--- config.mk ---
export PLATFORM = sky130hd
export DESIGN_NAME = spill_picker
export DESIGN_NICKNAME = d
export VERILOG_FILES = /design/src/rtl/spill_pkg.sv /design/src/rtl/spill_lfsr.sv /design/src/rtl/spill_coop_gate.sv /design/src/rtl/spill_target_sel.sv /design/src/rtl/spill_picker.sv
export SDC_FILE = /design/constraint.sdc
export NUM_CORES = 1
export LEC_CHECK = 0
export BUFFER_PORTS_ARGS = -buffer_cell sky130_fd_sc_hd__buf_2
export CAP_MARGIN = 25
export CELL_PAD_IN_SITES_DETAIL_PLACEMENT = 1
export CELL_PAD_IN_SITES_GLOBAL_PLACEMENT = 1
export CORE_MARGIN = 10
export CORE_UTILIZATION = 41
export DETAILED_ROUTE_END_ITERATION = 16
export PLACE_DENSITY_LB_ADDON = 0.1
export SLEW_MARGIN = 20
export SYNTH_ARGS = -nofsm -noshare
export SYNTH_HDL_FRONTEND = slang
export SYNTH_SLANG_ARGS = --single-unit
export TNS_END_PERCENT = 100
--- constraint.sdc ---
create_clock -name clk -period 2.8 [get_ports clk]
set_clock_uncertainty 0.1 [all_clocks]
set_input_delay 0.42 -clock clk [delete_from_list [all_inputs] [get_ports clk]]
set_output_delay 0.42 -clock clk [all_outputs]
set_load 0.02 [all_outputs]
--- src/rtl/spill_pkg.sv ---
package spill_pkg;

  // Default geometry of the ring and the random source.
  localparam int unsigned CORE_COUNT  = 4;
  localparam int unsigned RAND_WIDTH  = 16;
  localparam logic [15:0] RAND_TAPS   = 16'hB400;
  localparam logic [15:0] RAND_RESET  = 16'hACE1;
  localparam int unsigned THRESH_W    = 8;
  localparam int unsigned DRAW_W      = 3;
  localparam int unsigned NEAR_WEIGHT = 3;
  localparam int unsigned FAR_WEIGHT  = 2;

  // Direction of the chosen host relative to the source on the ring.
  typedef enum logic [1:0] {
    DIR_CLOCKWISE = 2'd0,
    DIR_COUNTER   = 2'd1,
    DIR_OPPOSITE  = 2'd2
  } ring_dir_e;

endpackage

--- src/rtl/spill_lfsr.sv ---
module spill_lfsr #(
  parameter int unsigned             WIDTH     = spill_pkg::RAND_WIDTH,
  parameter logic [WIDTH-1:0]        TAPS      = spill_pkg::RAND_TAPS,
  parameter logic [WIDTH-1:0]        RESET_VAL = spill_pkg::RAND_RESET,
  parameter int unsigned             OUT_W     = 11
) (
  input  logic             clk,
  input  logic             rst_n,
  input  logic             load_en,
  input  logic [WIDTH-1:0] load_val,
  output logic [OUT_W-1:0] rnd
);

  logic [WIDTH-1:0] state_q;
  logic [WIDTH-1:0] state_d;
  logic [WIDTH-1:0] seed_fixed;

  // An all-zero state would lock the register, so substitute 1.
  always_comb begin
    seed_fixed = load_val;
    if (load_val == '0) begin
      seed_fixed = {{(WIDTH-1){1'b0}}, 1'b1};
    end
  end

  always_comb begin
    if (load_en) begin
      state_d = seed_fixed;
    end else begin
      state_d = (state_q >> 1) ^ (state_q[0] ? TAPS : '0);
    end
  end

  always_ff @(posedge clk or negedge rst_n) begin
    if (!rst_n) begin
      state_q <= RESET_VAL;
    end else begin
      state_q <= state_d;
    end
  end

  assign rnd = state_q[OUT_W-1:0];

endmodule

--- src/rtl/spill_coop_gate.sv ---
module spill_coop_gate #(
  parameter int unsigned PROB_W = spill_pkg::THRESH_W
) (
  input  logic [PROB_W-1:0] rnd_byte,
  input  logic [PROB_W-1:0] prob,
  output logic              coop
);

  localparam logic [PROB_W-1:0] PROB_MAX = '1;

  // Strict compare gives 0 -> never. The top code is forced so that the
  // maximum setting means always rather than 255 out of 256.
  always_comb begin
    coop = (rnd_byte < prob) || (prob == PROB_MAX);
  end

endmodule

--- src/rtl/spill_target_sel.sv ---
module spill_target_sel
  import spill_pkg::*;
#(
  parameter int unsigned NUM_CORES = CORE_COUNT,
  parameter int unsigned SEL_W     = DRAW_W,
  parameter int unsigned W_NEAR    = NEAR_WEIGHT,
  parameter int unsigned W_FAR     = FAR_WEIGHT,
  localparam int unsigned ID_W     = $clog2(NUM_CORES)
) (
  input  logic [ID_W-1:0]  src,
  input  logic [SEL_W-1:0] code,
  output logic [ID_W-1:0]  target
);

  localparam int unsigned CW_END  = W_NEAR;
  localparam int unsigned CCW_END = 2 * W_NEAR;
  localparam int unsigned ALL_END = 2 * W_NEAR + W_FAR;
  localparam logic [ID_W-1:0] STEP_ONE  = ID_W'(1);
  localparam logic [ID_W-1:0] STEP_HALF = ID_W'(NUM_CORES / 2);

  ring_dir_e dir;

  // Ring arithmetic wraps naturally because NUM_CORES is a power of two.
  initial begin
    if ((1 << ID_W) != NUM_CORES) $error("NUM_CORES must be a power of two");
    if (ALL_END > (1 << SEL_W)) $error("weights exceed draw range");
  end

  always_comb begin
    if (int'(code) < CW_END) begin
      dir = DIR_CLOCKWISE;
    end else if (int'(code) < CCW_END) begin
      dir = DIR_COUNTER;
    end else begin
      dir = DIR_OPPOSITE;
    end
  end

  always_comb begin
    unique case (dir)
      DIR_CLOCKWISE: target = src + STEP_ONE;
      DIR_COUNTER:   target = src - STEP_ONE;
      default:       target = src + STEP_HALF;
    endcase
  end

endmodule

--- src/rtl/spill_picker.sv ---
module spill_picker
  import spill_pkg::*;
#(
  parameter int unsigned NUM_CORES = CORE_COUNT,
  parameter int unsigned LFSR_W    = RAND_WIDTH,
  parameter int unsigned PROB_W    = THRESH_W,
  parameter int unsigned SEL_W     = DRAW_W,
  localparam int unsigned ID_W     = $clog2(NUM_CORES),
  localparam int unsigned USED_W   = PROB_W + SEL_W
) (
  input  logic              clk,
  input  logic              rst_n,
  input  logic              seed_load,
  input  logic [LFSR_W-1:0] seed_value,
  input  logic [PROB_W-1:0] coop_prob,
  input  logic              req_valid,
  input  logic [ID_W-1:0]   req_src,
  output logic              resp_valid,
  output logic              resp_spill,
  output logic [ID_W-1:0]   resp_target
);

  logic [USED_W-1:0] rnd;
  logic              coop;
  logic [ID_W-1:0]   pick;

  logic              valid_d, valid_q;
  logic              spill_d, spill_q;
  logic [ID_W-1:0]   target_d, target_q;
  logic              out_en;

  spill_lfsr #(
    .WIDTH    (LFSR_W),
    .TAPS     (LFSR_W'(RAND_TAPS)),
    .RESET_VAL(LFSR_W'(RAND_RESET)),
    .OUT_W    (USED_W)
  ) u_lfsr (
    .clk     (clk),
    .rst_n   (rst_n),
    .load_en (seed_load),
    .load_val(seed_value),
    .rnd     (rnd)
  );

  spill_coop_gate #(
    .PROB_W(PROB_W)
  ) u_gate (
    .rnd_byte(rnd[PROB_W-1:0]),
    .prob    (coop_prob),
    .coop    (coop)
  );

  spill_target_sel #(
    .NUM_CORES(NUM_CORES),
    .SEL_W    (SEL_W)
  ) u_sel (
    .src   (req_src),
    .code  (rnd[PROB_W +: SEL_W]),
    .target(pick)
  );

  // Responses update whenever a request arrives or one must be retired.
  assign out_en = req_valid | valid_q;

  always_comb begin
    valid_d  = req_valid;
    spill_d  = req_valid & coop;
    target_d = spill_d ? pick : '0;
  end

  always_ff @(posedge clk or negedge rst_n) begin
    if (!rst_n) begin
      valid_q  <= 1'b0;
      spill_q  <= 1'b0;
      target_q <= '0;
    end else if (out_en) begin
      valid_q  <= valid_d;
      spill_q  <= spill_d;
      target_q <= target_d;
    end
  end

  assign resp_valid  = valid_q;
  assign resp_spill  = spill_q;
  assign resp_target = target_q;

endmodule

==> run metrics <==
unrepaired setup endpoints after global routing=no; mux share of post-synthesis cell area=12.5%; total power of the final layout=648 uW; starting utilization of the core area=43.1%; startpoint kind of the worst setup timing path=flip-flop; Iteration-0 DRC Markers=20; Final Critical Period=1.64 ns; Max stage delay on crit path=about 0.4 ns; site row count=18; number of storage elements in the synthesis netlist=20; gr usage total=11.0%; Worst slew margin=70.7%; combinational group share of total power=23.5%; final routed DRC violation total=0; CP max-delay cell=sky130_fd_sc_hd__dfrtp_1; area share of fa/ha/maj cells after synthesis=8.13%; cells traversed along the worst timing path=ha_1, a21o_1, a31oi_1, o21ai_0, a211oi_1; final count of pins violating max slew=0; result of the run=finished clean; maximum buffer depth of the clock tree=2; register area share after synthesis=47.4%; fraction of power spent switching nets=roughly 29%; DR vias/cell=between 5 and 6; global-route congestion overflow total=0; number of instances in the synthesized netlist=96; worst path bufs/invs=0; Die H=71.3 um; achievable frequency=609 MHz; Routed WL per cell=16.4 um; final setup fails=0; number of enable-type register cells in the synthesized netlist=0; basic-gate share of the synthesized area counting and, or, nand and nor cells=10.6%; Ports=34; XOR/XNOR share of the synthesized area=under 10%; Antenna Nets Post-Route=0; Post-Layout Cell Count=161; largest net degree at the start of global routing=21; main combinational cell family by area after synthesis=compound AO/OA/AOI/OAI gates; # nets final=169; final hold violation count=0; syn avg cell area=11.2 sq um; post-CTS setup buffers=0; power density relative to cell area=497 nW/um^2; number of antenna violations at the first check in global routing=0; count of maximum capacitance violations=0; HPWL reported at the end of detailed placement=2250 um; cell family contributing the most delay on the critical path=compound AO/OA/AOI/OAI gates; wire length of the first global-routing pass=approximately 4600 um; worst hold-check path type=in2reg; total routed wirelength=2650 um; net switching power figure=~190 uW; count of placed standard cells including taps=around 160; number of global-route vias before repair=1002; Sequential Power Share=54.9%; Required @ worst endpoint=2.91 ns; FFs w/ async S/R, synth=100%; Setup Crit Path Kind=reg2reg; Util after Layout=52.2%; layout cell share with drive strength beyond 1=45.0%; weighted congestion reported at the end of routability-driven placement=between 0.7 and 0.8; TritonCTS sink count=20; highest-count cells in the layout ignoring fill and taps=33 x sky130_fd_sc_hd__buf_2, 12 x sky130_fd_sc_hd__mux2_2, 12 x sky130_fd_sc_hd__dfrtp_1; clock tree from TritonCTS=built; synthesis warning total=0; Critical Path End Type=flip-flop; clock network fraction of design power=21.6%; ant diodes=0; Final Cycle Share=slightly below 60%; number of CTS-inserted buffers=3; post-synthesis instance area=about 1100 sq um; P_leak=0.618 nW; clock network latency to the later pin of the worst-skew pair=about 0.29 ns; vias post-DR=858; Post-Synthesis Net Count=133; maximum net fanout on the critical path=3; area added between synthesis and finish=21.0%; chip width=71.3 um; library cell used as clock root buffer=sky130_fd_sc_hd__clkbuf_4; slew at the pin closest to its max-slew limit=0.439 ns; synthesized-area fraction occupied by ao, oa, aoi and oai cells=13.4%; arrival time worst endpoint=1.75 ns; number of detailed-route iterations in the first pass=4; P_int=462 uW; core region area=2500 sq um; worst ir drop on vdd=0.250 mV; most frequent standard cell in the layout excluding fill and tap cells=sky130_fd_sc_hd__buf_2; die outline area=5080 sq um; clock slew at the register clock pins of the worst setup and hold paths=0.12 ns; sum of negative setup slack=0 ns; most used flip-flop cell after synthesis=sky130_fd_sc_hd__dfrtp_1; Port Buf Inserts=33; number of levels the H-tree was split into=1; Cell variety after synth=31
-- flip-flops by register name (all words and copies together), names as in the netlist --
| signal | count |
|---|---|
| resp_spill | 1 |
| resp_target | 2 |
| resp_valid | 1 |
| u_lfsr.state_q | 16 |
-- cell usage after synthesis, drive strengths merged (3+ instances only) --
| master | number | share of area [%] |
|---|---|---|
| a211oi | 3 | 2.6 |
| a21oi | 4 | 1.9 |
| dfrtp | 12 | 28 |
| dfstp | 8 | 20 |
| ha | 7 | 8.1 |
| inv | 8 | 2.8 |
| mux2 | 12 | 13 |
| nand2 | 5 | 1.7 |
| nor2 | 4 | 1.4 |
| nor4 | 3 | 1.7 |
| o21ai | 5 | 2.3 |
| xnor2 | 3 | 2.4 |
-- metal layers --
metal  share of wire, %  GRT usage [%]  wire (um)  vias to the layer above
li1                   -              -          -                      414
met1                 41           12.5       1100                      421
met2                 52           19.4       1370                       21
met3                6.4           3.31        169                        2
met4               0.49           2.58         13                        0
met5                  0              0          0                        -
-- power groups by stage --
stage | Sequential [mW] | Clock, mW | Combinational, mW
final | 0.356 | 0.140 | 0.152
after global routing | 0.362 | 0.158 | 0.174
after CTS | 0.357 | 0.145 | 0.156
after detailed placement | 0.362 | 0 | 0.154
after global placement | 0.360 | 0 | 0.146
after floorplan | 0.363 | 0 | 0.0872
-- cell type report --
type | instances | area [sq um]
multi-input combinational | 65 | 524
tap | 30 | 37.5
clock buffer | 4 | 26.3
sequential | 20 | 510
fill | 300 | 1200
inverter | 8 | 30.0
timing repair buffer | 34 | 175
-- metrics by stage --
stage / hold WS [ns] / instance area (sq um) / setup slack (ns)
after CTS: 0.191 / 1300 / 1.15
after global routing: 0.184 / 1300 / 1.03
final: 0.195 / 1300 / 1.16
after global placement: 0.281 / 1270 / 1.07
after floorplan: 0.0244 / 1080 / 1.23
after detailed placement: 0.289 / 1270 / 1.02
-- cell families (layout without fill, tap and decap cells) --
family                   Yosys count  after routing
XOR/XNOR                           5              5
adder cells (fa/ha/maj)            7              7
AO/OA/AOI/OAI                     20             20
multiplexers                      12             12
flip-flops                        20             20
buffers and inverters             11             46
AND/OR/NAND/NOR                   21             21
-- final timing paths --
kind / start / slack [ns] / to / depth (start not counted)
max in group asynchronous: rst_n / 1.76 / u_lfsr.state_q[15] / 2
min in group asynchronous: rst_n / 0.49 / resp_valid / 2
setup / recovery: u_lfsr.state_q[2] / 1.16 / resp_spill / 5
hold / removal: req_valid / 0.20 / resp_valid / 1
setup reg to reg: u_lfsr.state_q[2] / 1.16 / resp_spill / 5
hold reg to reg: u_lfsr.state_q[12] / 0.42 / u_lfsr.state_q[11] / 1
-- what timing repair did --
action,4_1_cts,5_1_grt
endpoints found under the hold margin,12,0
gates resized for setup,0,0
hold buffers,1,0
-- worst register-to-register path: stages, from the launching register on --
cell                       delay (ns)
sky130_fd_sc_hd__dfrtp_1         0.41
sky130_fd_sc_hd__ha_1            0.30
sky130_fd_sc_hd__a21o_1          0.18
sky130_fd_sc_hd__a31oi_1         0.13
sky130_fd_sc_hd__o21ai_0         0.19
sky130_fd_sc_hd__a211oi_1        0.25
(Power assumes the default switching activity.)
